**config.mk**
```make
export PLATFORM = sky130hd
export DESIGN_NAME = tx_serial_port
export DESIGN_NICKNAME = d
export VERILOG_FILES = /design/src/rtl/tx_port_pkg.sv /design/src/rtl/tx_port_tick.sv /design/src/rtl/tx_port_ctrl.sv /design/src/rtl/tx_port_deser.sv /design/src/rtl/tx_serial_port.sv
export SDC_FILE = /design/constraint.sdc
export NUM_CORES = 1
export LEC_CHECK = 0
export BUFFER_PORTS_ARGS = -buffer_cell sky130_fd_sc_hd__buf_2
export CAP_MARGIN = 20
export CORE_UTILIZATION = 40
export DETAILED_ROUTE_END_ITERATION = 10
export GPL_TIMING_DRIVEN = 0
export SYNTH_ARGS = -nofsm -noshare
export SYNTH_HDL_FRONTEND = slang
export SYNTH_SLANG_ARGS = --single-unit
```
**constraint.sdc**
```tcl
create_clock -name clk_i -period 2.7 [get_ports clk_i]
set_clock_uncertainty 0.15 [all_clocks]
set_input_delay 0.54 -clock clk_i [delete_from_list [all_inputs] [get_ports clk_i]]
set_output_delay 0.54 -clock clk_i [all_outputs]
set_load 0.005 [all_outputs]
```
**src/rtl/tx_port_pkg.sv**
```systemverilog
package tx_port_pkg;
  localparam int DIV_CNT_W = 3;  // supports divide by up to 8

  typedef enum logic [1:0] {
    ST_IDLE = 2'd0,
    ST_HDR  = 2'd1,
    ST_DATA = 2'd2
  } tx_state_e;

  typedef struct packed {
    logic       int_hdr;
    logic       cap_rise;
    logic [1:0] div_sel;
  } tx_cfg_t;

  function automatic logic [DIV_CNT_W-1:0] div_limit(input logic [1:0] sel);
    logic [DIV_CNT_W:0] r;
    r = (DIV_CNT_W+1)'(1) << sel;
    return DIV_CNT_W'(r - (DIV_CNT_W+1)'(1));
  endfunction
endpackage

```
**src/rtl/tx_port_tick.sv**
```systemverilog
module tx_port_tick
  import tx_port_pkg::*;
(
  input  logic       clk_i,
  input  logic       rst_ni,
  input  logic       run_i,
  input  logic [1:0] div_sel_i,
  output logic       tick_o
);
  logic [DIV_CNT_W-1:0] cnt_q;
  logic [DIV_CNT_W-1:0] lim;

  assign lim    = div_limit(div_sel_i);
  assign tick_o = run_i && (cnt_q == lim);

  always_ff @(posedge clk_i or negedge rst_ni) begin
    if (!rst_ni)               cnt_q <= '0;
    else if (!run_i || tick_o) cnt_q <= '0;
    else                       cnt_q <= cnt_q + DIV_CNT_W'(1);
  end
endmodule

```
**src/rtl/tx_port_ctrl.sv**
```systemverilog
module tx_port_ctrl
  import tx_port_pkg::*;
#(
  parameter int HDR_W = 8
) (
  input  logic             clk_i,
  input  logic             rst_ni,
  input  logic             tx_en_i,
  input  tx_cfg_t          cfg_i,
  input  logic [HDR_W-1:0] hdr_len_i,
  input  logic             tick_i,
  output tx_state_e        state_o,
  output tx_cfg_t          cfg_o,
  output logic             bclk_o,
  output logic             rdy_o,
  output logic             cap_o
);
  localparam int HC_W = HDR_W + 1;

  tx_state_e        state_q;
  tx_cfg_t          cfg_q;
  logic [HDR_W-1:0] len_q;
  logic [HC_W-1:0]  half_q;
  logic [HC_W-1:0]  half_last;
  logic             en_q, bclk_q, en_rise;

  assign en_rise   = tx_en_i && !en_q;
  assign half_last = {len_q, 1'b0} - HC_W'(1);

  always_ff @(posedge clk_i or negedge rst_ni) begin
    if (!rst_ni) begin
      en_q    <= 1'b0;
      state_q <= ST_IDLE;
      cfg_q   <= '0;
      len_q   <= '0;
      half_q  <= '0;
      bclk_q  <= 1'b0;
    end else begin
      en_q <= tx_en_i;
      if (!tx_en_i) begin
        state_q <= ST_IDLE;
        bclk_q  <= 1'b0;
        half_q  <= '0;
      end else if (en_rise) begin
        cfg_q   <= cfg_i;
        len_q   <= hdr_len_i;
        half_q  <= '0;
        bclk_q  <= 1'b0;
        state_q <= (cfg_i.int_hdr && (hdr_len_i != '0)) ? ST_HDR : ST_DATA;
      end else begin
        unique case (state_q)
          ST_HDR: if (tick_i) begin
            if (half_q == half_last) begin
              state_q <= ST_DATA;
              half_q  <= '0;
            end else begin
              half_q <= half_q + HC_W'(1);
            end
          end
          ST_DATA: if (tick_i) bclk_q <= ~bclk_q;
          default: ;
        endcase
      end
    end
  end

  // capture on the selected bit-clock transition
  assign cap_o   = tx_en_i && (state_q == ST_DATA) && tick_i && (bclk_q ^ cfg_q.cap_rise);
  assign rdy_o   = (state_q == ST_DATA) && cfg_q.int_hdr;
  assign bclk_o  = bclk_q;
  assign state_o = state_q;
  assign cfg_o   = cfg_q;
endmodule

```
**src/rtl/tx_port_deser.sv**
```systemverilog
module tx_port_deser #(
  parameter int WORD_W = 8
) (
  input  logic              clk_i,
  input  logic              rst_ni,
  input  logic              clear_i,
  input  logic              cap_i,
  input  logic              txd_i,
  output logic              bit_o,
  output logic              bit_vld_o,
  output logic [WORD_W-1:0] word_o,
  output logic              word_vld_o
);
  localparam int CNT_W = $clog2(WORD_W);

  logic [WORD_W-1:0] sr_q, sr_nxt;
  logic [CNT_W-1:0]  cnt_q;

  assign sr_nxt = {txd_i, sr_q[WORD_W-1:1]};

  always_ff @(posedge clk_i or negedge rst_ni) begin
    if (!rst_ni) begin
      sr_q       <= '0;
      cnt_q      <= '0;
      bit_o      <= 1'b0;
      bit_vld_o  <= 1'b0;
      word_o     <= '0;
      word_vld_o <= 1'b0;
    end else if (clear_i) begin
      cnt_q      <= '0;
      bit_vld_o  <= 1'b0;
      word_vld_o <= 1'b0;
    end else begin
      bit_vld_o  <= cap_i;
      word_vld_o <= 1'b0;
      if (cap_i) begin
        bit_o <= txd_i;
        sr_q  <= sr_nxt;
        if (cnt_q == CNT_W'(WORD_W-1)) begin
          word_o     <= sr_nxt;
          word_vld_o <= 1'b1;
          cnt_q      <= '0;
        end else begin
          cnt_q <= cnt_q + CNT_W'(1);
        end
      end
    end
  end
endmodule

```
**src/rtl/tx_serial_port.sv**
```systemverilog
module tx_serial_port
  import tx_port_pkg::*;
#(
  parameter int HDR_W  = 8,
  parameter int WORD_W = 8
) (
  input  logic              clk_i,
  input  logic              rst_ni,
  input  logic              tx_en_i,
  input  logic              int_hdr_i,
  input  logic              cap_rise_i,
  input  logic [1:0]        div_sel_i,
  input  logic [HDR_W-1:0]  hdr_len_i,
  input  logic              txd_i,
  output logic              bclk_o,
  output logic              rdy_o,
  output logic              bit_o,
  output logic              bit_vld_o,
  output logic [WORD_W-1:0] word_o,
  output logic              word_vld_o
);
  tx_cfg_t   cfg_in, cfg_q;
  tx_state_e state_q;
  logic      tick, cap, run;

  assign cfg_in = '{int_hdr: int_hdr_i, cap_rise: cap_rise_i, div_sel: div_sel_i};
  assign run    = (state_q != ST_IDLE);

  tx_port_tick u_tick (
    .clk_i     (clk_i),
    .rst_ni    (rst_ni),
    .run_i     (run),
    .div_sel_i (cfg_q.div_sel),
    .tick_o    (tick)
  );

  tx_port_ctrl #(.HDR_W(HDR_W)) u_ctrl (
    .clk_i     (clk_i),
    .rst_ni    (rst_ni),
    .tx_en_i   (tx_en_i),
    .cfg_i     (cfg_in),
    .hdr_len_i (hdr_len_i),
    .tick_i    (tick),
    .state_o   (state_q),
    .cfg_o     (cfg_q),
    .bclk_o    (bclk_o),
    .rdy_o     (rdy_o),
    .cap_o     (cap)
  );

  tx_port_deser #(.WORD_W(WORD_W)) u_deser (
    .clk_i      (clk_i),
    .rst_ni     (rst_ni),
    .clear_i    (state_q != ST_DATA),
    .cap_i      (cap),
    .txd_i      (txd_i),
    .bit_o      (bit_o),
    .bit_vld_o  (bit_vld_o),
    .word_o     (word_o),
    .word_vld_o (word_vld_o)
  );
endmodule

```
### Word level (Yosys, flattened, before mapping)

Index checks and enable logic that the tools add are counted.

| operators by class | value |
|---|---|
| add/subtract/negate cells | 5 |
| equality and inequality tests | 10 |
| shift operators | 1 |
| multiplexer cells | 23 |
| bitwise operators | 3 |
| reductions and logical operators | 19 |

Operators with widths:

| kind | count |
|---|---|
| 9-bit 2-to-1 mux | 5 |
| 2-bit 2-to-1 mux | 6 |
| 3-bit 2-to-1 mux | 4 |
| 3-bit by 1-bit != test with 1-bit output, second input constant | 4 |
| 9-bit by 1-bit adder with 9-bit output, second input constant | 1 |
| 9-bit equality test | 1 |
| 9-bit by 1-bit subtractor with 9-bit output, second input constant | 1 |
| 1-bit 2-to-1 mux | 8 |
| 2-bit AND reduction | 4 |
| 8-bit nonzero test | 1 |
| 1-bit logical AND | 7 |
| 3-bit by 1-bit adder with 3-bit output, second input constant | 2 |
| 3-bit AND reduction | 2 |
| 2-bit nonzero test | 2 |
| 3-bit equality test | 1 |
| 3-bit equality test, second input constant | 1 |
| 1-bit by 2-bit << shifter with 3-bit output, first input constant | 1 |
| 3-bit by 1-bit subtractor with 3-bit output, second input constant | 1 |
| 2-bit by 1-bit equality test with 1-bit output, second input constant | 1 |
| 2-bit equality test, second input constant | 1 |
| 1-bit zero test | 2 |
| 2-bit != test, second input constant | 1 |
| 1-bit inverter | 2 |
| 1-bit logical OR | 1 |
| 1-bit XOR | 1 |

| storage, ports and cells | value |
|---|---|
| register bits after elaboration | 50 |
| input port bits | 16 |
| output and inout bits | 13 |

### Depth between registers and ports, before layout

Gate-level depths: netlist of run 1.

| depth | value |
|---|---|
| depth after elaboration | 8 |
| mapped depth | 10 |
| gate-level depth less buffers | 8 |

### Modules after synthesis

From an unflattened synthesis of run 1, not the netlist that was laid out.

| second synthesis, totals | value |
|---|---|
| cell total of the unflattened synthesis | 201 |
| area total of the unflattened synthesis | 2362.3 um^2 |

Modules (own cells, without submodules):

| module | instances | cells each | area each (um^2) | seq. area each (um^2) |
|---|---|---|---|---|
| tx_port_ctrl | 1 | 130 | 1330.0 | 625.6 |
| tx_port_deser | 1 | 51 | 840.8 | 500.5 |
| tx_port_tick | 1 | 18 | 178.9 | 75.1 |
| tx_serial_port | 1 | 2 | 12.5 | 0.0 |

### Worst setup path after synthesis of run 1

Ideal clock, no wire load.

| path | value |
|---|---|
| path type | reg-to-reg |
| from | register u_ctrl.len_q[0] |
| to | register u_ctrl.state_q[1] (netlist: u_ctrl.state_o[1]) |
| setup time | 0.126 ns |
| arrival time | 1.958 ns |
| required time | 2.424 ns |
| slack | 0.466 ns |
| stages on the path, launching flop included | 11 |
| buffers on the path | 2 |
| cell sequence | dfrtp_1 > inv_1 > ha_1 > clkbuf_2 > xnor2_1 > and4_1 > a41oi_1 > a211oi_2 > and2_1 > buf_6 > o311a_1 |

| between the ends | value |
|---|---|
| cells in the longest elaborated chain, start to end | 4 |

Ends and longest elaborated chain:

| what | RTL line | RTL |
|---|---|---|
| start: declaration | tx_port_ctrl.sv:22 | `logic [HDR_W-1:0] len_q;` |
| start signal: assignment | tx_port_ctrl.sv:46 | `len_q <= hdr_len_i;` |
| 9-bit by 1-bit subtractor with 9-bit output | tx_port_ctrl.sv:28 | `assign half_last = {len_q, 1'b0} - HC_W'(1);` |
| 9-bit equality test | tx_port_ctrl.sv:53 | `if (half_q == half_last) begin` |
| 3-bit by 1-bit != test with 1-bit output (no line) | n/a |  |
| 3-bit AND reduction (no line) | n/a |  |
| end signal: assignment | tx_port_ctrl.sv:49 | `state_q <= (cfg_i.int_hdr && (hdr_len_i != '0)) ? ST_HDR : ST_DATA;` |
| end: declaration | tx_port_ctrl.sv:20 | `tx_state_e state_q;` |

Every way passes these cells.
A chain may end at the register's enable or synchronous reset.

### Final worst setup path of run 1

| path | value |
|---|---|
| from | register u_ctrl.len_q[0] |
| to | register u_ctrl.state_q[0] (netlist: u_ctrl.state_o[0]) |

Same word-level chain as after synthesis.

==> results of run 1 <==
==> synth_stat cells, drive strengths merged (5+ instances only) <==
cell type  instances  share of area, %
dfrtp             48                50
ha                 5               2.6
inv                7               1.1
mux2              25                12
nand2             19               3.1
nand4              5               1.3
nor2              10               1.6
nor3              12               2.7
o21ai             10               2.1
xnor2              9               3.3
xor2               9               3.3
==> sequential cells by signal, indices dropped and copies added (netlist names) <==
signal / cells
u_deser.word_o: 8
u_ctrl.half_q: 9
u_tick.cnt_q: 3
u_deser.sr_q: 6
u_ctrl.bclk_o: 1
u_ctrl.en_q: 1
u_ctrl.cfg_o: 4
u_ctrl.len_q: 8
u_deser.bit_vld_o: 1
u_deser.bit_o: 1
u_ctrl.state_o: 2
u_deser.word_vld_o: 1
u_deser.cnt_q: 3
==> final cells by class <==
class | instances | area [µm²]
inverter | 7 | 26.3
fill | 553 | 2920
clock buffer | 5 | 68.8
clock inverter | 2 | 12.5
sequential | 48 | 1200
timing repair buffer | 30 | 168
multi-input combinational | 152 | 1140
tap | 72 | 90.1
buffer | 8 | 48.8
==> power by group <==
group / total [µW] / internal [µW] / switching [µW]
sequential: 815 / 763 / 52.3
clock: 409 / 176 / 233
combinational: 210 / 104 / 107
==> critical path: cells and delay by family, from the launching register on <==
kind / cells / cell delay, ps
buffers and inverters: 3 / 360
and+or+nand+nor: 1 / 190
DFF: 1 / 440
adders and majority gates: 1 / 190
AOI/OAI and AO/OA: 5 / 1040
==> final timing paths <==
| path | endpoint | slack [ps] | start | cells after the start |
|---|---|---|---|---|
| min reg2reg | u_deser.word_o[6]$_DFFE_PN0P_ | 350 | u_deser.word_o[6]$_DFFE_PN0P_ | 1 |
| max in group asynchronous | u_deser.word_o[1]$_DFFE_PN0P_ | 1900 | rst_ni | 2 |
| min | u_ctrl.len_q[1]$_DFFE_PN0P_ | -7 | rst_ni | 1 |
| max reg2reg | u_ctrl.state_o[0]$_DFFE_PN0P_ | 210 | u_ctrl.len_q[0]$_DFFE_PN0P_ | 10 |
| min in group clk_i | u_ctrl.en_q$_DFF_PN0_ | 270 | tx_en_i | 1 |
| max | u_ctrl.state_o[0]$_DFFE_PN0P_ | 210 | u_ctrl.len_q[0]$_DFFE_PN0P_ | 10 |
==> stage by stage <==
step	hold WS [ps]	instance area, µm²
after floorplan	94.4	2420
after global placement	332	2650
after detailed placement	331	2670
after CTS	3.29	2750
after global routing	8.46	2760
final	-6.63	2760
==> cell families (layout without fill, tap and decap cells) <==
| logic type | after synthesis | count (layout) | share of synthesized area [%] |
|---|---|---|---|
| adder cells (fa/ha/maj) | 5 | 5 | 2.59 |
| multiplexers | 25 | 25 | 11.6 |
| AND/OR/NAND/NOR | 74 | 74 | 17.0 |
| flip-flops | 48 | 48 | 49.7 |
| XOR/XNOR | 18 | 18 | 6.52 |
| AO/OA/AOI/OAI | 30 | 30 | 9.42 |
| buffers and inverters | 15 | 52 | 3.11 |
==> repair_timing <==
item,in CTS,in global routing
setup buffers,0,1
gates resized for setup,0,1
setup endpoints to repair,0,7
==> metal layers <==
metal	wire length, µm	global-route usage (%)	part of all wire (%)	vias to the layer above
li1	-	-	-	837
met1	2250	21.5	49	804
met2	2120	26.5	46	17
met3	141	4.11	3.1	5
met4	51	4.82	1.1	0
met5	0	0	0	-
==> metrics.md, run 1 <==
| Metric | Value |
|---|---|
| Status | `complete, but fails checks` |
| Failing checks | `hold timing` |
| Post-route minimum period | `2490 ps` |
| Mapped Area | `2420 µm²` |
| Cts hold-fix bufs | `0` |
| I/O Pins | `29` |
| Ratio of final minimum period to clock period | `92.3%` |
| Yosys warns | `0` |
| Post-layout util | `48.6%` |
| CTS Buf Count | `5` |
| Startpoint types | `flip-flop` |
| DR WL/cell | `14.1 µm` |
| Die Ht | `79.7 µm` |
| Achievable Freq | `0.401 GHz` |
| Post-DP HPWL | `3390 µm` |
| Vias | `1663` |
| N_diodes | `0` |
| Final Hold Viols | `9` |
| Die X | `79.7 µm` |
| Synth Net Count | `236` |
| Number of synthesized flops with an enable pin | `0` |
| Worst Tran Pin Value | `500 ps` |
| WP data required | `2720 ps` |
| Synth cell types | `46` |
| CTS H-tree depth | `2` |
| Max_slew headroom | `66.7%` |
| Final non-filler cell total | `324` |
| CP Class | `flip-flop to flip-flop` |
| Max cap viols | `0` |
| Share of cells above drive strength 1 | `30.6%` |
| Drt pass-1 iters | `4` |
| Peak supply drop | `0.276 mV` |
| Ys flop type | `dfrtp_1` |
| Mapped Avg Cell Area | `11.2 µm²` |
| Max-slew violations | `0` |
| Hold WS | `-6.63 ps` |
| Routed wire length | `4560 µm` |
| Die area | `6360 µm²` |
| DP Cell Count | `316` |
| Dpl ws | `175 ps` |
| Vias in the first global route | `1687` |
| Worst skew pair latency | `290 ps` |
| Synthesized flop and latch total | `48` |
| Area delta synth->final | `14.1%` |
| Worst EP arrival | `2510 ps` |
| Max clock buf depth | `2` |
| Core Region | `5680 µm²` |
| First-pass GRT wire length | `8020 µm` |
| Crit path top cell by count | `o21ai_0` |
| CTS sink count | `48` |
| Row Count | `27` |
| Total negative slack | `0 ps` |
| Static Leak | `0.00130 µW` |
| GP Congestion | `0.802` |
| Vias per inst | `5.13` |
| Largest net degree at the start of global routing | `36` |
| Overflow after GRT | `0` |
| CTS tree | `done` |
| Worst-path fanout max | `8` |
| Ys async rst share | `100%` |
| Global Route Usage Sum | `16.3%` |
| Initial DRC Count | `65` |
| Highest-count cells in the layout ignoring fill and taps | `dfrtp_1 (47), buf_2 (30), mux2_2 (25)` |
| Clock slew at reported path FFs | `90 ps` |
| Worst hold path type | `input pin to asynchronous set/reset pin` |
| RSZ-0062 raised after global routing | `no` |
| Clk root buf | `clkbuf_8` |
| Drt drc | `0` |
| Port Buffers | `28` |
| Power Total | `1430 µW` |
| Final setup fails | `0` |
| Crit path cell chain | `inv_1, ha_1, clkbuf_2, o21bai_1, a211oi_1, o21ai_0, a211oi_2, and2_1, buf_6, o21ai_0` |
| Worst Setup End Kind | `flip-flop` |
| Initial antenna violation count | `0` |
| Final Net Count | `273` |
| Commonest non-fill, non-tap cell in the layout | `dfrtp_1` |
| Seq/Total Area, Yosys | `49.7%` |
| Initial Util | `42.6%` |
| Setup ws final | `209 ps` |
| Post-synthesis cell count | `215` |
| CP peak stage delay | `440 ps` |
| Slowest CP cell | `dfrtp_2` |
| Post-DRT Antenna Nets | `0` |
| Pwr/cell area | `520 nW/µm²` |
Note: power is estimated with default switching activity, not from simulation.
==> inputs of run 2 (changes only) <==
--- a/config.mk
+++ b/config.mk
@@ -9,6 +9,7 @@
 export CAP_MARGIN = 20
 export CORE_UTILIZATION = 40
 export DETAILED_ROUTE_END_ITERATION = 10
+export GPL_ROUTABILITY_DRIVEN = 0
 export GPL_TIMING_DRIVEN = 0
 export SYNTH_ARGS = -nofsm -noshare
 export SYNTH_HDL_FRONTEND = slang
==> constraint.sdc (replaced) <==
create_clock -name clk_i -period 2.7 [get_ports clk_i]
set_clock_uncertainty 0.15 [all_clocks]
set_input_delay 0.405 -clock clk_i [delete_from_list [all_inputs] [get_ports clk_i]]
set_output_delay 0.405 -clock clk_i [all_outputs]
set_load 0.005 [all_outputs]
==> metrics.md, run 2 (synthesized netlist as in run 1, its figures left out) <==
| Metric | Value |
|---|---|
| Post-layout util | `48.8%` |
| Worst reg2reg endpoint | `u_ctrl.state_o[0]$_DFFE_PN0P_` |
| CTS sink count | `48` |
| Vias per inst | `5.12` |
| N_diodes | `0` |
| Dpl cell area | `2670 µm²` |
| Post-route minimum period | `2470 ps` |
| Worst r2r src | `u_ctrl.len_q[0]$_DFFE_PN0P_` |
| Drt pass-1 iters | `4` |
| Highest-count cells in the layout ignoring fill and taps | `dfrtp_1 (47), buf_2 (30), mux2_2 (25)` |
| Vias in the first global route | `1687` |
| Overflow after GRT | `0` |
| Reg2Reg Depth | `10` |
| Max cap viols | `0` |
| Largest net degree at the start of global routing | `36` |
| Routed wire length | `4560 µm` |
| Worst Setup End Kind | `flip-flop` |
| Total negative slack | `0 ps` |
| Final setup fails | `0` |
| Post-DRT Antenna Nets | `0` |
| Post-DP HPWL | `3390 µm` |
| Initial antenna violation count | `0` |
| Worst EP arrival | `2490 ps` |
| Core Region | `5680 µm²` |
| Worst skew pair latency | `290 ps` |
| Max-slew violations | `0` |
| Peak supply drop | `0.276 mV` |
| Die area | `6360 µm²` |
| Worst-path fanout max | `8` |
| CTS Buf Count | `5` |
| Drt drc | `0` |
| Area delta synth->final | `14.5%` |
| R2R Setup Slk | `230 ps` |
| Share of cells above drive strength 1 | `30.4%` |
| RSZ-0062 raised after global routing | `no` |
| Static Leak | `0.00131 µW` |
| Commonest non-fill, non-tap cell in the layout | `dfrtp_1` |
| Port Buffers | `28` |
| Initial Util | `42.6%` |
| Max clock buf depth | `2` |
| Row Count | `27` |
| WP data required | `2720 ps` |
| Die Ht | `79.7 µm` |
| Final Net Count | `274` |
| WP buf/inv | `3` |
| Post-route cell area | `2770 µm²` |
| Ratio of final minimum period to clock period | `91.5%` |
| Worst Tran Pin Value | `495 ps` |
| Hold WS | `133 ps` |
| Global Route Usage Sum | `16.3%` |
| Critical path depth in cells | `10` |
| Hold path startpoint | `tx_en_i` |
| Slowest CP cell | `dfrtp_2` |
| Final Hold Viols | `0` |
| Clock slew at reported path FFs | `90 ps` |
| Initial DRC Count | `65` |
| Pwr/cell area | `518 nW/µm²` |
| I/O Pins | `29` |
| Largest Register | `u_ctrl.half_q` |
| Achievable Freq | `0.405 GHz` |
| Hold Crit Depth | `1` |
| Max FFs per register | `9` |
| Hold Path End | `u_ctrl.en_q$_DFF_PN0_` |
| CP peak stage delay | `440 ps` |
| Worst hold path type | `input pin to flip-flop` |
| Vias | `1663` |
| Startpoint types | `flip-flop` |
| Clk root buf | `clkbuf_8` |
| First-pass GRT wire length | `8020 µm` |
| DR WL/cell | `14.0 µm` |
| Status | `complete, no violations` |
| Largest registers | `u_ctrl.half_q: 9 flops, u_ctrl.len_q: 8 flops, u_deser.word_o: 8 flops` |
| Max_slew headroom | `67.0%` |
| CTS H-tree depth | `2` |
| Crit path cell chain | `inv_1, ha_1, clkbuf_2, o21bai_1, a211oi_1, o21ai_0, a211oi_2, and2_1, buf_6, o21ai_0` |
| Final non-filler cell total | `325` |
| DP Cell Count | `316` |
| CTS tree | `done` |
| CP Class | `flip-flop to flip-flop` |
| Crit path top cell by count | `o21ai_0` |
| Die X | `79.7 µm` |
| CP top delay family | `compound AO/OA/AOI/OAI gates` |
## run 2: changes by cell type in the layout (fill, tap and decap cells not counted), sizes merged
cell / change
dlygate4sd3: +1
## run 2: through the flow
stage	total power, µW	setup WS, ps
5_1_grt	1520	54.1
6_report	1430	230
4_1_cts	1460	151
2_1_floorplan	965	466
3_5_place_dp	1040	175
3_3_place_gp	1030	191
## run 2: final cells by class
type	instances	area [µm²]
fillers	552	2910
flip-flops and latches	48	1200
multi-input cells	152	1140
repair buffers	31	178
well taps	72	90.1
clock buffers	5	68.8
plain buffers	8	48.8
inverters	7	26.3
clock inverters	2	12.5
## run 2: how the worst max path moves through the flow
stage                     slack (ps)                   startpoint                            end
after floorplan                  470  u_ctrl.len_q[0]$_DFFE_PN0P_  u_ctrl.state_o[1]$_DFFE_PN0P_
after global placement           190  u_ctrl.len_q[0]$_DFFE_PN0P_  u_ctrl.state_o[0]$_DFFE_PN0P_
after detailed placement         170  u_ctrl.len_q[0]$_DFFE_PN0P_  u_ctrl.state_o[0]$_DFFE_PN0P_
after CTS                        150  u_ctrl.len_q[0]$_DFFE_PN0P_  u_ctrl.state_o[0]$_DFFE_PN0P_
after global routing              50  u_ctrl.len_q[0]$_DFFE_PN0P_  u_ctrl.state_o[0]$_DFFE_PN0P_
final                            230  u_ctrl.len_q[0]$_DFFE_PN0P_  u_ctrl.state_o[0]$_DFFE_PN0P_
## run 2: timing repair
item / in CTS / in global routing
resized for setup: 0 / 1
setup endpoints to repair: 0 / 7
hold buffers: 1 / 0
setup buffers: 0 / 1
endpoints found under the hold margin: 13 / 0
## run 2: where the power goes
part	internal, µW	leakage, µW	switching (µW)
sequential	763	0.000637	52.2
clock	176	0.0000400	233
combinational	105	0.000629	107
## run 2: worst reg2reg max path: cells and delay by family, from the launching register on
| family | cells | cell delay, ps |
|---|---|---|
| AO/OA/AOI/OAI | 5 | 1020 |
| adder cells (fa/ha/maj) | 1 | 190 |
| buffers and inverters | 3 | 360 |
| flip-flops | 1 | 440 |
| AND/OR/NAND/NOR | 1 | 190 |
## run 2: metal layers
metal / wire, µm / GRT usage [%]
met1: 2230 / 21.5
met2: 2130 / 26.5
met3: 141 / 4.11
met4: 51 / 4.82
met5: 0 / 0
==> inputs of run 3 (changes only) <==
--- a/config.mk
+++ b/config.mk
@@ -7,10 +7,13 @@
 export LEC_CHECK = 0
 export BUFFER_PORTS_ARGS = -buffer_cell sky130_fd_sc_hd__buf_2
 export CAP_MARGIN = 20
+export CORE_MARGIN = 5
 export CORE_UTILIZATION = 40
 export DETAILED_ROUTE_END_ITERATION = 10
 export GPL_ROUTABILITY_DRIVEN = 0
 export GPL_TIMING_DRIVEN = 0
+export MAX_ROUTING_LAYER = met4
+export SKIP_LAST_GASP = 1
 export SYNTH_ARGS = -nofsm -noshare
 export SYNTH_HDL_FRONTEND = slang
 export SYNTH_SLANG_ARGS = --single-unit
==> metrics.md, run 3 (synthesized netlist as in run 1, its figures left out) <==
| Metric | Value |
|---|---|
| Worst EP arrival | `2610 ps` |
| Fill count | `553` |
| Die area | `7700 µm²` |
| Final Net Count | `273` |
| Core Region | `5890 µm²` |
| Peak supply drop | `0.335 mV` |
| Overflow after GRT | `0` |
| R2R Setup Slk | `170 ps` |
| Final setup fails | `0` |
| Port Buffers | `28` |
| Clk root buf | `clkbuf_8` |
| Row Count | `28` |
| Post-DP HPWL | `3260 µm` |
| Vias per inst | `5.09` |
| CTS Buf Count | `5` |
| Commonest non-fill, non-tap cell in the layout | `dfrtp_1` |
| Max FFs per register | `9` |
| Cts hold-fix bufs | `0` |
| Post-DRT Antenna Nets | `0` |
| Clock slew at reported path FFs | `90 ps` |
| Max cap viols | `0` |
| Dpl ws | `208 ps` |
| Largest registers | `u_ctrl.half_q: 9 flops, u_ctrl.len_q: 8 flops, u_deser.word_o: 8 flops` |
| Max clock buf depth | `2` |
| Die Ht | `87.7 µm` |
| Met2 Usage GRT | `20.5%` |
| Startpoint types | `flip-flop` |
| Static Leak | `0.00132 µW` |
| Setup ws final | `170 ps` |
| PostCTS Resize Cnt | `0` |
| Worst skew pair latency | `300 ps` |
| Total negative slack | `0 ps` |
| GRT busiest layer | `met2` |
| CTS tree | `done` |
| WP data required | `2780 ps` |
| Global Route Usage Sum | `13.6%` |
| Initial Util | `41.1%` |
| Ratio of final minimum period to clock period | `93.7%` |
| N_diodes | `0` |
| CP Class | `flip-flop to flip-flop` |
| Crit path cell chain | `inv_1, ha_1, clkbuf_2, o21bai_1, a211oi_1, o21ai_0, a211oi_2, and2_1, buf_6, o311a_1` |
| Initial antenna violation count | `0` |
| Worst hold path type | `input pin to flip-flop` |
| Reg2Reg Depth | `10` |
| Worst-path fanout max | `8` |
| Register area | `1200 µm²` |
| Share of cells above drive strength 1 | `30.0%` |
| CP Capture Point | `u_ctrl.state_o[1]$_DFFE_PN0P_` |
| Worst r2r src | `u_ctrl.len_q[0]$_DFFE_PN0P_` |
| Final Hold Viols | `0` |
| Worst Tran Pin Value | `517 ps` |
| Max-slew violations | `0` |
| Pwr/cell area | `559 nW/µm²` |
| Met1 Track Usage GR | `18.1%` |
| Status | `complete, no violations` |
| First-pass GRT wire length | `8020 µm` |
| Met3 Usage GRT | `3.29%` |
| CP peak stage delay | `460 ps` |
| Area delta synth->final | `15.9%` |
| Area of the multi-input gates | `1140 µm²` |
| Worst Setup End Kind | `flip-flop` |
| Vias | `1671` |
| Max_slew headroom | `65.5%` |
| Largest Register | `u_ctrl.half_q` |
| DR WL/cell | `13.8 µm` |
| Drt drc | `0` |
| Routed wire length | `4540 µm` |
| CTS H-tree depth | `2` |
| Slowest CP cell | `dfrtp_1` |
| Crit path launch | `u_ctrl.len_q[0]$_DFFE_PN0P_` |
| RSZ-0062 raised after global routing | `no` |
| I/O Pins | `29` |
| Vias in the first global route | `1727` |
| Largest net degree at the start of global routing | `49` |
| Initial DRC Count | `48` |
| Die X | `87.7 µm` |
| Achievable Freq | `0.395 GHz` |
| CTS sink count | `48` |
| Post-CTS setup buffer count | `0` |
| Drt pass-1 iters | `4` |
| Hold Crit Depth | `1` |
| Worst reg2reg endpoint | `u_ctrl.state_o[1]$_DFFE_PN0P_` |
| Highest-count cells in the layout ignoring fill and taps | `dfrtp_1 (48), buf_2 (30), mux2_2 (25)` |
| Post-route minimum period | `2530 ps` |
## run 3: power breakdown
part           internal (µW)  switching (µW)
Sequential               762            51.8
Combinational            105             104
Clock                    303             241
Total                   1170             397
## run 3: cell type report
class                      count  share of cell area [%]
buffer                         8                    1.74
clock buffer                   6                    2.95
clock inverter                 2                    1.38
inverter                       7                   0.937
multi-input combinational    152                    40.7
sequential                    48                    42.9
tap                           75                    3.35
timing repair buffer          30                    6.07
## run 3: worst min path at each step
stage                     slack [ps]                             to                           from
after floorplan                  -40      u_ctrl.bclk_o$_DFFE_PN0P_                         rst_ni
after global placement           330    u_ctrl.cfg_o[3]$_DFFE_PN0P_    u_ctrl.cfg_o[3]$_DFFE_PN0P_
after detailed placement         340  u_deser.word_o[6]$_DFFE_PN0P_  u_deser.word_o[6]$_DFFE_PN0P_
after CTS                        120          u_ctrl.en_q$_DFF_PN0_                        tx_en_i
after global routing             110          u_ctrl.en_q$_DFF_PN0_                        tx_en_i
final                            130          u_ctrl.en_q$_DFF_PN0_                        tx_en_i
## run 3: per-layer routing
metal  part of all wire (%)  up-vias  wire length, µm
met2                     46       25             2100
li1                       -      838                -
met1                     49      806             2230
met4                   0.66        0               30
met3                    4.0        2              183
met5                      0        -                0
## run 3: worst max-delay path, delay by kind of cell (launching register included)
kind / cells / cell delay, ps
flip-flops: 1 / 460
adder cells (fa/ha/maj): 1 / 190
AND/OR/NAND/NOR: 1 / 200
buffers and inverters: 3 / 380
AO/OA/AOI/OAI: 5 / 1080
## run 3: metrics by stage
step	instance area [µm²]	std cells	total power (µW)	utilization (%)	hold WS, ps
4_1_cts	2770	326	1590	47.1	117
5_1_grt	2800	328	1660	47.6	111
2_1_floorplan	2420	215	965	-	-40.6
3_5_place_dp	2650	318	1040	45.0	338
6_report	2800	328	1570	47.6	134
3_3_place_gp	2650	318	1030	45.0	334
